$ cat config.mk
export PLATFORM = sky130hd
export DESIGN_NAME = sparse_col_readout
export DESIGN_NICKNAME = d
export VERILOG_FILES = /design/src/rtl/sro_pkg.sv /design/src/rtl/sro_pick.sv /design/src/rtl/sro_ctrl.sv /design/src/rtl/sro_drive.sv /design/src/rtl/sparse_col_readout.sv
export SDC_FILE = /design/constraint.sdc
export NUM_CORES = 1
export LEC_CHECK = 0
export BUFFER_PORTS_ARGS = -buffer_cell sky130_fd_sc_hd__buf_2
export CAP_MARGIN = 20
export CORE_UTILIZATION = 28
export CTS_CLUSTER_DIAMETER = 50
export DETAILED_ROUTE_END_ITERATION = 7
export PLACE_DENSITY = 0.55
export SYNTH_ARGS = -nofsm -noshare
export SYNTH_HDL_FRONTEND = slang
export SYNTH_SLANG_ARGS = --single-unit
$ cat constraint.sdc
create_clock -name clk -period 1.9 [get_ports clk]
set_input_delay 0.19 -clock clk [delete_from_list [all_inputs] [get_ports clk]]
set_output_delay 0.19 -clock clk [all_outputs]
set_load 0.005 [all_outputs]
$ cat src/rtl/sro_pkg.sv
package sro_pkg;
  typedef enum logic [1:0] {
    PH_ACQ   = 2'd0,
    PH_READ  = 2'd1,
    PH_CLEAR = 2'd2
  } phase_e;
endpackage

$ cat src/rtl/sro_pick.sv
module sro_pick #(
  parameter int N  = 16,
  parameter int IW = 4
) (
  input  logic [N-1:0]  req,
  output logic [IW-1:0] idx,
  output logic          any
);
  // lowest set index wins
  function automatic logic [IW-1:0] lowest_set(input logic [N-1:0] v);
    logic [IW-1:0] r;
    r = '0;
    for (int i = N - 1; i >= 0; i--) begin
      if (v[i]) r = IW'(i);
    end
    return r;
  endfunction

  assign idx = lowest_set(req);
  assign any = |req;
endmodule

$ cat src/rtl/sro_ctrl.sv
module sro_ctrl
  import sro_pkg::*;
#(
  parameter int NCOLS = 16,
  parameter int CW    = 4
) (
  input  logic             clk,
  input  logic             rst_n,
  input  logic             frame_tick,
  input  logic [NCOLS-1:0] col_or_i,
  input  logic [CW-1:0]    pick_idx,
  output phase_e           phase,
  output logic [NCOLS-1:0] pending,
  output logic [CW-1:0]    cur_q,
  output logic             frame_done
);
  always_ff @(posedge clk) begin
    if (!rst_n) begin
      phase      <= PH_ACQ;
      pending    <= '0;
      cur_q      <= '0;
      frame_done <= 1'b0;
    end else begin
      frame_done <= 1'b0;
      case (phase)
        PH_ACQ: begin
          if (frame_tick) begin
            pending <= col_or_i;
            if (|col_or_i) phase <= PH_READ;
            else            frame_done <= 1'b1;
          end
        end
        PH_READ: begin
          pending[pick_idx] <= 1'b0;
          cur_q             <= pick_idx;
          phase             <= PH_CLEAR;
        end
        PH_CLEAR: begin
          if (|pending) phase <= PH_READ;
          else begin
            phase      <= PH_ACQ;
            frame_done <= 1'b1;
          end
        end
        default: phase <= PH_ACQ;
      endcase
    end
  end
endmodule

$ cat src/rtl/sro_drive.sv
module sro_drive
  import sro_pkg::*;
#(
  parameter int NCOLS = 16,
  parameter int NROWS = 8,
  parameter int CW    = 4
) (
  input  phase_e           phase,
  input  logic [CW-1:0]    pick_idx,
  input  logic [CW-1:0]    cur_q,
  output logic [NROWS-1:0] row_rst_o,
  output logic [NCOLS-1:0] col_rst_o
);
  assign row_rst_o = {NROWS{phase != PH_READ}};

  for (genvar c = 0; c < NCOLS; c++) begin : g_col
    assign col_rst_o[c] = (phase == PH_ACQ)
                        | ((phase == PH_READ)  && (pick_idx == CW'(c)))
                        | ((phase == PH_CLEAR) && (cur_q    == CW'(c)));
  end
endmodule

$ cat src/rtl/sparse_col_readout.sv
module sparse_col_readout
  import sro_pkg::*;
#(
  parameter  int NCOLS = 16,
  parameter  int NROWS = 8,
  localparam int CW    = (NCOLS > 1) ? $clog2(NCOLS) : 1
) (
  input  logic             clk,
  input  logic             rst_n,
  input  logic             frame_tick,
  input  logic [NCOLS-1:0] col_or_i,
  input  logic [NROWS-1:0] row_or_i,
  output logic [NROWS-1:0] row_rst_o,
  output logic [NCOLS-1:0] col_rst_o,
  output logic             word_valid_o,
  output logic [CW-1:0]    word_col_o,
  output logic [NROWS-1:0] word_rows_o,
  output logic             frame_done_o
);
  phase_e           phase;
  logic [NCOLS-1:0] pending;
  logic [CW-1:0]    pick_idx;
  logic [CW-1:0]    cur_q;
  logic             pick_any;

  // named events for the checker
  logic in_read, in_clear, busy;
  assign in_read  = (phase == PH_READ);
  assign in_clear = (phase == PH_CLEAR);
  assign busy     = in_read | in_clear;

  sro_pick #(.N(NCOLS), .IW(CW)) u_pick (
    .req(pending), .idx(pick_idx), .any(pick_any)
  );

  sro_ctrl #(.NCOLS(NCOLS), .CW(CW)) u_ctrl (
    .clk(clk), .rst_n(rst_n), .frame_tick(frame_tick), .col_or_i(col_or_i),
    .pick_idx(pick_idx), .phase(phase), .pending(pending), .cur_q(cur_q),
    .frame_done(frame_done_o)
  );

  sro_drive #(.NCOLS(NCOLS), .NROWS(NROWS), .CW(CW)) u_drive (
    .phase(phase), .pick_idx(pick_idx), .cur_q(cur_q),
    .row_rst_o(row_rst_o), .col_rst_o(col_rst_o)
  );

  // word capture at the end of each read cycle
  always_ff @(posedge clk) begin
    if (!rst_n) begin
      word_valid_o <= 1'b0;
      word_col_o   <= '0;
      word_rows_o  <= '0;
    end else begin
      word_valid_o <= in_read & pick_any;
      if (in_read) begin
        word_col_o  <= pick_idx;
        word_rows_o <= row_or_i;
      end
    end
  end
endmodule

==> metrics.yaml, run 1 <==
routing:
  finalWirelength_um: 7273
  vias_per_cell: 5.224
  wire_per_inst_um: 15.54
  drc: 0
  drtIter0Drc: 118
  detail-route-antenna-nets: 0
  vias: 2445
  dr.pass1.iters: 4
critical_path:
  worst_setup_path_end_kind: "output port"
  critical_path_class: "flip-flop to output port"
  cp_slowest_cell: "or4_4"
  worstPathArrival_ns: 1.95
  path_cells: "or4_4, nor3_2, inv_2, o32ai_2, buf_2"
  cp_num_buf_inv: 2
  start_kind: "flip-flop"
  crit_family: "simple AND/OR/NAND/NOR gates"
  cpPeakStageDelay_ns: 0.55
  cp_max_fo: 4
  critPathRequiredTime_ns: 1.71
power_and_ir_drop:
  p_leak_nw: 1.334
  pwr_density_cell_nw_per_um2: 787.5
  irDropWorstVdd_mv: 0.3384
cts:
  cts_tree: "yes"
  cts_buffers: 5
  htreeDepth: 2
  cts.sinks: 32
  root_buffer: "clkbuf_8"
  clockBufferDepth: 2
  cts_hold_buffers: 0
  clk_latency_ns: 0.28
  path_clk_slew_ns: 0.07
yosys:
  synth_area_um2: 2117
  syn-num-nets: 299
  ys.flop_type: "dfxtp_1"
  synth_area_leaders: "dfxtp_1 (30%), nand2_1 (7.4%), mux2_2 (6.9%)"
  synth.distinct_cells: 46
  synth_top_area_share_pct: 30.26
  synth_warnings: 0
  synthTopCellsByCount: "nand2_1 (42), dfxtp_1 (32), a21oi_1 (21), nor2_1 (20)"
  synth_edf_count: 0
  ys_ff_latch: 32
  synth_top_cell_by_area: "dfxtp_1"
  yosysMostFrequentCell: "nand2_1"
  synth_cells: 272
  seq_area_frac_synth_pct: 30.26
  ys_async_sr_fraction_pct: 0
  postSynthAreaPerCell_um2: 7.783
timing:
  finalClockSkew_ns: 0.003864
  hold_viol: 0
  final_max_slew_viol_count: 0
  setup_viol: 20
  slew_headroom_pct: 59.30
  fmax_mhz: 467.1
  rsz0062_at_grt: "true"
  period_minus_slack_ns: 2.141
  worst_slew_pin_slew_ns: 0.6049
  finalWorstSetupSlack_ns: -0.2411
  period_share_pct: 112.7
global_routing:
  grt_pass1_wl_um: 11250
  grt_max_degree: 31
  grt_overflow: 0
  grt_pass1_vias: 2251
  grt_usage_pct: 18.56
  grt_antenna_before_repair: 0
floorplanning:
  core.rowCount: 31
  initial_core_util_pct: 29.03
  die_height_um: 88.95
  core_um2: 7292
  io_pins: 65
  die_w_um: 88.95
  die_area_um2: 7912
layout:
  syn_to_final_growth_pct: 51.06
  fin_area_um2: 3198
  drive_above_1_share_pct: 51.49
  multi_input_area_um2: 1521
  layout.nets: 395
  register_area_um2: 665.6
  finalCoreUtilization_pct: 43.86
  insertedDiodeCount: 0
  fillCellCount: 780
run_status:
  violations: "negative setup slack"
  outcome: "finished, violations left"
job:
  maxCapViolCount: 0
place:
  io_buffers: 64
  post_dp_cell_area_um2: 2719
  gp_congestion: 0.8938
  hpwl_um: 5360
hold_path:
  hold_class: "input port to flip-flop"
power breakdown:
| part | internal (mW) | switching [mW] | total (mW) |
|---|---|---|---|
| combinational | 0.576 | 0.614 | 1.19 |
| sequential | 0.716 | 0.0543 | 0.771 |
| clock | 0.294 | 0.263 | 0.558 |
worst register-to-register path, delay by kind of cell, from the launching register on:
family	cells	cell delay [ns]
DFF	1	0.33
buffers and inverters	3	0.45
AOI/OAI and AO/OA	4	0.97
and+or+nand+nor	1	0.13
layer usage:
| layer | global-route usage (%) | up-vias | part of all wire, % |
|---|---|---|---|
| met3 | 2.585 | 13 | 3.7 |
| met2 | 29.93 | 60 | 46 |
| met4 | 7.359 | 0 | 2.2 |
| met1 | 25.10 | 1190 | 48 |
| met5 | 0 | - | 0 |
| li1 | - | 1182 | - |
logic make-up after synthesis:
kind of cell | share of synthesized area (%)
buffers and inverters | 8.629
muxes | 7.388
DFF | 30.26
and+or+nand+nor | 23.34
AOI/OAI and AO/OA | 30.38
final cells by class:
cell class,count,share of cell area [%]
sequential,32,20.81
timing repair buffer,113,23.16
clock buffer,7,2.700
multi-input combinational,202,47.57
tap,99,3.873
inverter,14,1.643
clock inverter,1,0.2347
sequential cells by signal, summed over array words and instances (netlist names):
register / cells
u_ctrl.cur_q: 4
u_ctrl.frame_done: 1
u_ctrl.pending: 16
u_ctrl.phase: 2
word_rows_o: 8
word_valid_o: 1
what timing repair did:
action | CTS | global route
gates cloned | 0 | 0
endpoints found under the setup margin | 27 | 22
buffers inserted | 8 | 6
hold endpoints to repair | 0 | 0
resized for setup | 42 | 23
pin swaps | 18 | 24
layout by cell type, fill, tap and decap left out, types with 6 or more instances in the layout:
| cell | synthesis | final |
|---|---|---|
| a21oi_1 | 21 | 20 |
| a21boi_0 | 11 | 11 |
| nand2_1 | 42 | 40 |
| mux2_2 | 13 | 13 |
| buf_2 | 5 | 62 |
| dfxtp_1 | 32 | 22 |
| buf_4 | 9 | 43 |
| o21ai_0 | 12 | 12 |
| a31oi_1 | 8 | 8 |
| nor2_1 | 20 | 16 |
| a41oi_1 | 6 | 6 |
| o31ai_2 | 2 | 6 |
| clkbuf_8 | 0 | 6 |
| buf_6 | 0 | 6 |
| inv_1 | 13 | 11 |
through the flow:
stage               TNS [ns]  worst slack (ns)  hold slack [ns]  instances  power (mW)
floorplan                  0            0.1725           0.3349        272       1.280
global placement     -0.8305           -0.1193           0.4411        446       1.686
detailed placement   -0.9851           -0.1445           0.4519        446       1.692
CTS                   -4.144           -0.2735           0.1466        462       2.412
global route          -5.203           -0.3312           0.1522        468       2.653
finish                -3.566           -0.2411           0.1468        468       2.518
worst paths after layout:
check,startpoint,end,slack (ns),cells past startpoint
max,u_ctrl.pending[2],col_rst_o[6],-0.24,5
min,row_or_i[2],word_rows_o[2],0.15,3
max reg2reg,u_ctrl.pending[14],u_ctrl.pending[7],-0.09,8
min reg2reg,word_rows_o[6],word_rows_o[6],0.46,2
No activity file was read; power rests on OpenSTA's default activity.
==> run 2: changes to the inputs <==
- MAX_ROUTING_LAYER: not set -> met4
==> run 2 against run 1 <==
  * The run still ends with negative setup slack left
  * Die area stayed put
  * Combinational power hardly changed
  * Critical endpoint unchanged
  * Fmax is 0.18% lower
  * Via count hardly changed
  * Highest routed layer unchanged
  * Clock skew hardly changed
  * Critical path depth stayed put
  * Routed wire length is 0.41% lower
==> metrics.yaml, run 2 (synthesized netlist as in run 1, its figures left out) <==
run_status:
  outcome: "finished, violations left"
  violations: "negative setup slack"
layout:
  syn_to_final_growth_pct: 51.06  # unchanged
  layout_common_cells: "buf_2 (62), buf_4 (43), nand2_1 (40), dfxtp_1 (22), a21oi_1 (20)"
  final_common_cell: "buf_2"
  regMostFlops: "u_ctrl.pending"
  insertedDiodeCount: 0  # unchanged
  reg_top3: "u_ctrl.pending: 16 flops, word_rows_o: 8 flops, u_ctrl.cur_q: 4 flops"
  drive_above_1_share_pct: 51.49  # unchanged
  fillCellCount: 780  # unchanged
  layout.nets: 395  # unchanged
  largest_register_ffs: 16  # unchanged
floorplanning:
  initial_core_util_pct: 29.03  # unchanged
  die_area_um2: 7912  # unchanged
  io_pins: 65  # unchanged
  die_height_um: 88.95  # unchanged
  core_um2: 7292  # unchanged
  die_w_um: 88.95  # unchanged
  core.rowCount: 31  # unchanged
critical_path:
  crit_family: "simple AND/OR/NAND/NOR gates"
  cp_slowest_cell: "or4_4"
  path_cells: "or4_4, nor3_2, inv_2, o32ai_2, buf_2"
  cp.depth: 5  # unchanged
  critical_path_class: "flip-flop to output port"
  start_kind: "flip-flop"
  worstPathArrival_ns: 1.95  # about the same
  r2r_start: "u_ctrl.pending[14]"
  crit_end: "col_rst_o[6]"
  ff2ff_path_depth: 8  # unchanged
  r2r_end: "u_ctrl.pending[7]"
  r2r_slack_ns: -0.09  # about the same
  worst_setup_path_end_kind: "output port"
  cp_max_fo: 4  # unchanged
  cp_num_buf_inv: 2  # unchanged
  critPathRequiredTime_ns: 1.71  # about the same
  cpPeakStageDelay_ns: 0.55  # about the same
  crit_start: "u_ctrl.pending[2]"
timing:
  rsz0062_at_grt: "true"
  finalWorstSetupSlack_ns: -0.2449  # -0.003866 ns
  period_share_pct: 112.9  # +0.20 points
  final_max_slew_viol_count: 0  # unchanged
  fin_setup_tns_ns: -3.542  # +0.02367 ns
  fmax_mhz: 466.2  # -0.18%
  period_minus_slack_ns: 2.145  # +0.003866 ns
  hold_viol: 0  # unchanged
  worst_slew_pin_slew_ns: 0.6052  # +0.0002925 ns
  finalClockSkew_ns: 0.003510  # -0.0003542 ns
  setup_viol: 20  # unchanged
  slew_headroom_pct: 59.28  # about the same
cts:
  cts.sinks: 32  # unchanged
  cts_tree: "yes"
  htreeDepth: 2  # unchanged
  cts_buffers: 5  # unchanged
  clk_latency_ns: 0.28  # about the same
  path_clk_slew_ns: 0.07  # about the same
  root_buffer: "clkbuf_8"
  clockBufferDepth: 2  # unchanged
hold_path:
  hold_depth: 3  # unchanged
  hold_class: "input port to flip-flop"
routing:
  drtIter0Drc: 99  # -16%
  vias_per_cell: 5.226  # about the same
  wire_per_inst_um: 15.48  # -0.41%
  detail-route-antenna-nets: 0  # unchanged
  finalWirelength_um: 7243  # -0.41%
  drc: 0  # unchanged
  vias: 2446  # +0.041%
  dr.pass1.iters: 4  # unchanged
power_and_ir_drop:
  pwr-share-seq_pct: 30.6  # about the same
  irDropWorstVdd_mv: 0.3383  # about the same
  p_leak_nw: 1.334  # unchanged
  fin_total_pwr_mw: 2.516  # about the same
  switchingPower_uw: 929.2  # -0.24%
  pwr_density_cell_nw_per_um2: 786.8  # about the same
  power.share.clock_pct: 22.2  # about the same
  p_sw_share_pct: 36.93  # -0.055 points
  comb_power_share_pct: 47.2  # about the same
  p_int_mw: 1.587  # about the same
global_routing:
  grt_overflow: 0  # unchanged
  grt_pass1_vias: 2247  # -0.18%
  grt_pass1_wl_um: 11270  # +0.19%
  grt_usage_pct: 19.15  # +0.59 points
  grt_max_degree: 31  # unchanged
  grt_antenna_before_repair: 0  # unchanged
place:
  hpwl_um: 5360  # unchanged
  io_buffers: 64  # unchanged
  gp_congestion: 0.9090  # +1.7%
job:
  maxCapViolCount: 0  # unchanged
[run 2: cell counts in the layout (fill, tap and decap cells not counted)]
Identical to the previous run, type by type.
[run 2: worst min-delay path by stage]
stage	startpoint	end	slack, ns
after floorplan	row_or_i[0]	word_rows_o[0]	0.33
after global placement	row_or_i[3]	word_rows_o[3]	0.44
after detailed placement	row_or_i[7]	word_rows_o[7]	0.45
after global routing	row_or_i[6]	word_rows_o[6]	0.15
final	row_or_i[2]	word_rows_o[2]	0.15
after CTS	row_or_i[7]	word_rows_o[7]	0.15
[run 2: through the flow]
stage | instances | instance area (µm²) | utilization, % | setup slack (ns) | hold slack (ns)
6_report | 468 | 3198 | 43.86 | -0.2449 | 0.1456
3_3_place_gp | 446 | 2719 | 37.29 | -0.1193 | 0.4411
2_1_floorplan | 272 | 2117 | - | 0.1725 | 0.3349
5_1_grt | 468 | 3198 | 43.86 | -0.3312 | 0.1522
4_1_cts | 462 | 3055 | 41.90 | -0.2735 | 0.1466
3_5_place_dp | 446 | 2719 | 37.29 | -0.1445 | 0.4519
[run 2: repair_timing]
action,4_1_cts,5_1_grt
hold buffers,0,0
pin swaps,18,24
endpoints found under the setup margin,27,22
buffers inserted,8,6
gates resized for setup,42,23
[run 2: per-layer routing]
| metal | wire [µm] | share of wire (%) | vias to the layer above | global-route usage [%] |
|---|---|---|---|---|
| met5 | 0 | 0 | - | - |
| met1 | 3491 | 48 | 1185 | 25.27 |
| li1 | - | - | 1181 | - |
| met2 | 3303 | 46 | 67 | 29.79 |
| met3 | 287 | 4.0 | 13 | 2.585 |
| met4 | 161 | 2.2 | 0 | 7.359 |
[run 2: layout make-up]
class                           count  area [µm²]  area share, %
Clock buffer                        7       86.33          2.700
Clock inverter                      1       7.507         0.2347
Inverter                           14       52.55          1.643
Multi-Input combinational cell    202        1521          47.57
Sequential cell                    32       665.6          20.81
Tap cell                           99       123.9          3.873
Timing Repair Buffer              113       740.7          23.16
[run 2: power groups by stage]
stage                     combinational [mW]  sequential [mW]  clock (mW)
after floorplan                        0.509            0.771           0
after global placement                 0.909            0.777           0
after detailed placement               0.913            0.779           0
after CTS                               1.08            0.768       0.566
after global routing                    1.27            0.778       0.602
final                                   1.19            0.770       0.559
[run 2: worst register-to-register path, delay by kind of cell, from the launching register on]
family                 cells  cell delay [ns]
buffers and inverters      3             0.45
and+or+nand+nor            1             0.13
DFF                        1             0.33
AOI/OAI and AO/OA          4             0.97
==> run 3: changes to the inputs <==
- clock period: 1.9 -> 2.1 ns (I/O delays scaled with it)
==> run 3 against run 2 <==
  * The run still ends with negative setup slack left
  * Sequential share of layout area grew 1.2 points
  * Utilization shrank 2.9 points
  * Clock skew rose by 0.0031 ns
  * Largest cell class unchanged
==> metrics.yaml, run 3 (synthesized netlist as in run 1, its figures left out) <==
layout:
  instances_no_fill: 450  # -3.8%
  layout.nets: 377  # -4.6%
  register_area_um2: 656.9  # -1.3%
  fillCellCount: 756  # -3.1%
  final_common_cell: "buf_2"
  largest_register_ffs: 16  # unchanged
  layout_common_cells: "buf_2 (63), nand2_1 (40), buf_4 (30), dfxtp_1 (23), a21oi_1 (20)"
  multi_input_area_um2: 1484  # -2.5%
  syn_to_final_growth_pct: 41.13
  drive_above_1_share_pct: 47.01  # -4.5 points
  regMostFlops: "u_ctrl.pending"
  reg_top3: "u_ctrl.pending: 16 flops, word_rows_o: 8 flops, u_ctrl.cur_q: 4 flops"
  insertedDiodeCount: 0  # unchanged
hold_path:
  hold_path.startpoint: "row_or_i[3]"
  hold_depth: 3  # unchanged
  min_to: "word_rows_o[3]"
  hold_class: "input port to flip-flop"
critical_path:
  cpPeakStageDelay_ns: 0.33  # -0.22 ns
  r2r_end: "u_ctrl.pending[11]"
  cp_max_fo: 5  # +1
  critical_path_class: "flip-flop to output port"
  cp_slowest_cell: "dfxtp_2"
  ff2ff_path_depth: 7  # -1
  worst_setup_path_end_kind: "output port"
  start_kind: "flip-flop"
  critPathRequiredTime_ns: 1.89  # +0.18 ns
  r2r_start: "u_ctrl.pending[14]"
  path_cells: "nand2b_4, a221o_1, a211oi_4, buf_4, o31ai_4, a31o_2, buf_6"
  crit_family: "compound AO/OA/AOI/OAI gates"
  r2r_slack_ns: 0.15  # +0.24 ns
  cp_num_buf_inv: 2  # unchanged
  worstPathArrival_ns: 1.96  # about the same
cts:
  htreeDepth: 2  # unchanged
  cts_tree: "yes"
  path_clk_slew_ns: 0.07  # about the same
  cts_hold_buffers: 0  # unchanged
  root_buffer: "clkbuf_8"
  clk_latency_ns: 0.28  # about the same
  cts.sinks: 32  # unchanged
  cts_buffers: 5  # unchanged
  clockBufferDepth: 2  # unchanged
timing:
  finalWorstSetupSlack_ns: -0.07155  # +0.1734 ns
  period_share_pct: 103.4
  fin_setup_tns_ns: -0.4741  # +3.068 ns
  worst_slew_pin_slew_ns: 0.5393  # -0.06583 ns
  finalClockSkew_ns: 0.006582  # +0.003073 ns
  slew_headroom_pct: 63.97  # +4.7 points
  rsz0062_at_grt: "true"
  final_max_slew_viol_count: 0  # unchanged
  hold_viol: 0  # unchanged
  fmax_mhz: 460.5
  period_minus_slack_ns: 2.172
  setup_viol: 13  # -35%
place:
  io_buffers: 64  # unchanged
  pre_cts_ws_ns: 0.08956  # +0.2341 ns
  gp_congestion: 0.8378  # -7.8%
  hpwl_um: 5078  # -5.3%
  dp.cells: 432  # -3.1%
floorplanning:
  core_um2: 7292  # unchanged
  io_pins: 65  # unchanged
  die_height_um: 88.95  # unchanged
  die_w_um: 88.95  # unchanged
  core.rowCount: 31  # unchanged
  initial_core_util_pct: 29.03  # unchanged
  die_area_um2: 7912  # unchanged
power_and_ir_drop:
  irDropWorstVdd_mv: 0.2495  # -26%
  pwr_density_cell_nw_per_um2: 739.0  # -6.1%
  p_leak_nw: 1.228  # -7.9%
routing:
  drc: 0  # unchanged
  detail-route-antenna-nets: 0  # unchanged
  finalWirelength_um: 6910  # -4.6%
  dr.pass1.iters: 4  # unchanged
  wire_per_inst_um: 15.36  # -0.78%
  drtIter0Drc: 168  # +70%
  vias: 2315  # -5.4%
  vias_per_cell: 5.144  # -1.6%
run_status:
  outcome: "finished, violations left"
  violations: "negative setup slack"
global_routing:
  grt_usage_pct: 18.49  # -0.66 points
  grt_pass1_vias: 2147  # -4.5%
  grt_antenna_before_repair: 0  # unchanged
  grt_overflow: 0  # unchanged
  grt_max_degree: 31  # unchanged
  grt_pass1_wl_um: 10830  # -3.9%
job:
  maxCapViolCount: 0  # unchanged
## run 3: cell count changes in the layout (fill, tap and decap cells not counted), sizes merged
cell	delta
buf	-18
bufinv	+1
clkbuf	-1
clkinv	+1
clkinvlp	-1
## run 3: layout make-up
type	instances	share of cell area [%]
clock inverters	2	1.173
flip-flops and latches	32	21.98
inverters	14	1.759
multi-input cells	202	49.66
repair buffers	95	18.84
clock buffers	6	2.429
well taps	99	4.146
## run 3: metal layers
layer	up-vias	track usage, %	routed length (µm)
li1	1146	-	-
met5	-	-	0
met4	0	6.205	104
met3	10	2.585	352
met2	72	27.90	3162
met1	1087	25.41	3291
## run 3: how the worst max path moves through the flow
stage / startpoint / endpoint / slack, ns / cells after the start
final: u_ctrl.pending[14] / col_rst_o[0] / -0.07 / 7
after global routing: u_ctrl.pending[5] / col_rst_o[6] / -0.17 / 7
after CTS: u_ctrl.pending[14] / col_rst_o[11] / -0.14 / 7
after detailed placement: u_ctrl.pending[8] / col_rst_o[13] / 0.09 / 5
after global placement: u_ctrl.pending[8] / col_rst_o[13] / 0.07 / 5
after floorplan: u_ctrl.pending[14] / col_rst_o[5] / 0.35 / 5
## run 3: report_power, final
part           switching [mW]  internal [mW]
Sequential             0.0593          0.650
Combinational           0.500          0.423
Clock                   0.225          0.352
## run 3: repair_timing
action / CTS / global route
hold endpoints to repair: 0 / 0
setup endpoints to repair: 16 / 16
pin swaps: 8 / 7
buffers inserted: 6 / 5
gates resized for setup: 30 / 17
## run 3: worst register-to-register path, delay by kind of cell, from the launching register on
kind	cells	cell delay [ns]
AOI/OAI and AO/OA	4	1.03
and+or+nand+nor	1	0.13
DFF	1	0.33
buffers and inverters	2	0.33
## run 3: stage by stage
step / area (µm²) / hold slack, ns / util [%] / total power, mW
global placement: 2589 / 0.4497 / 35.50 / 1.441
CTS: 2863 / 0.1696 / 39.26 / 2.136
global route: 2988 / 0.1795 / 40.97 / 2.323
floorplan: 2117 / 0.3549 / - / 1.158
detailed placement: 2589 / 0.4545 / 35.50 / 1.442
finish: 2988 / 0.1708 / 40.97 / 2.208
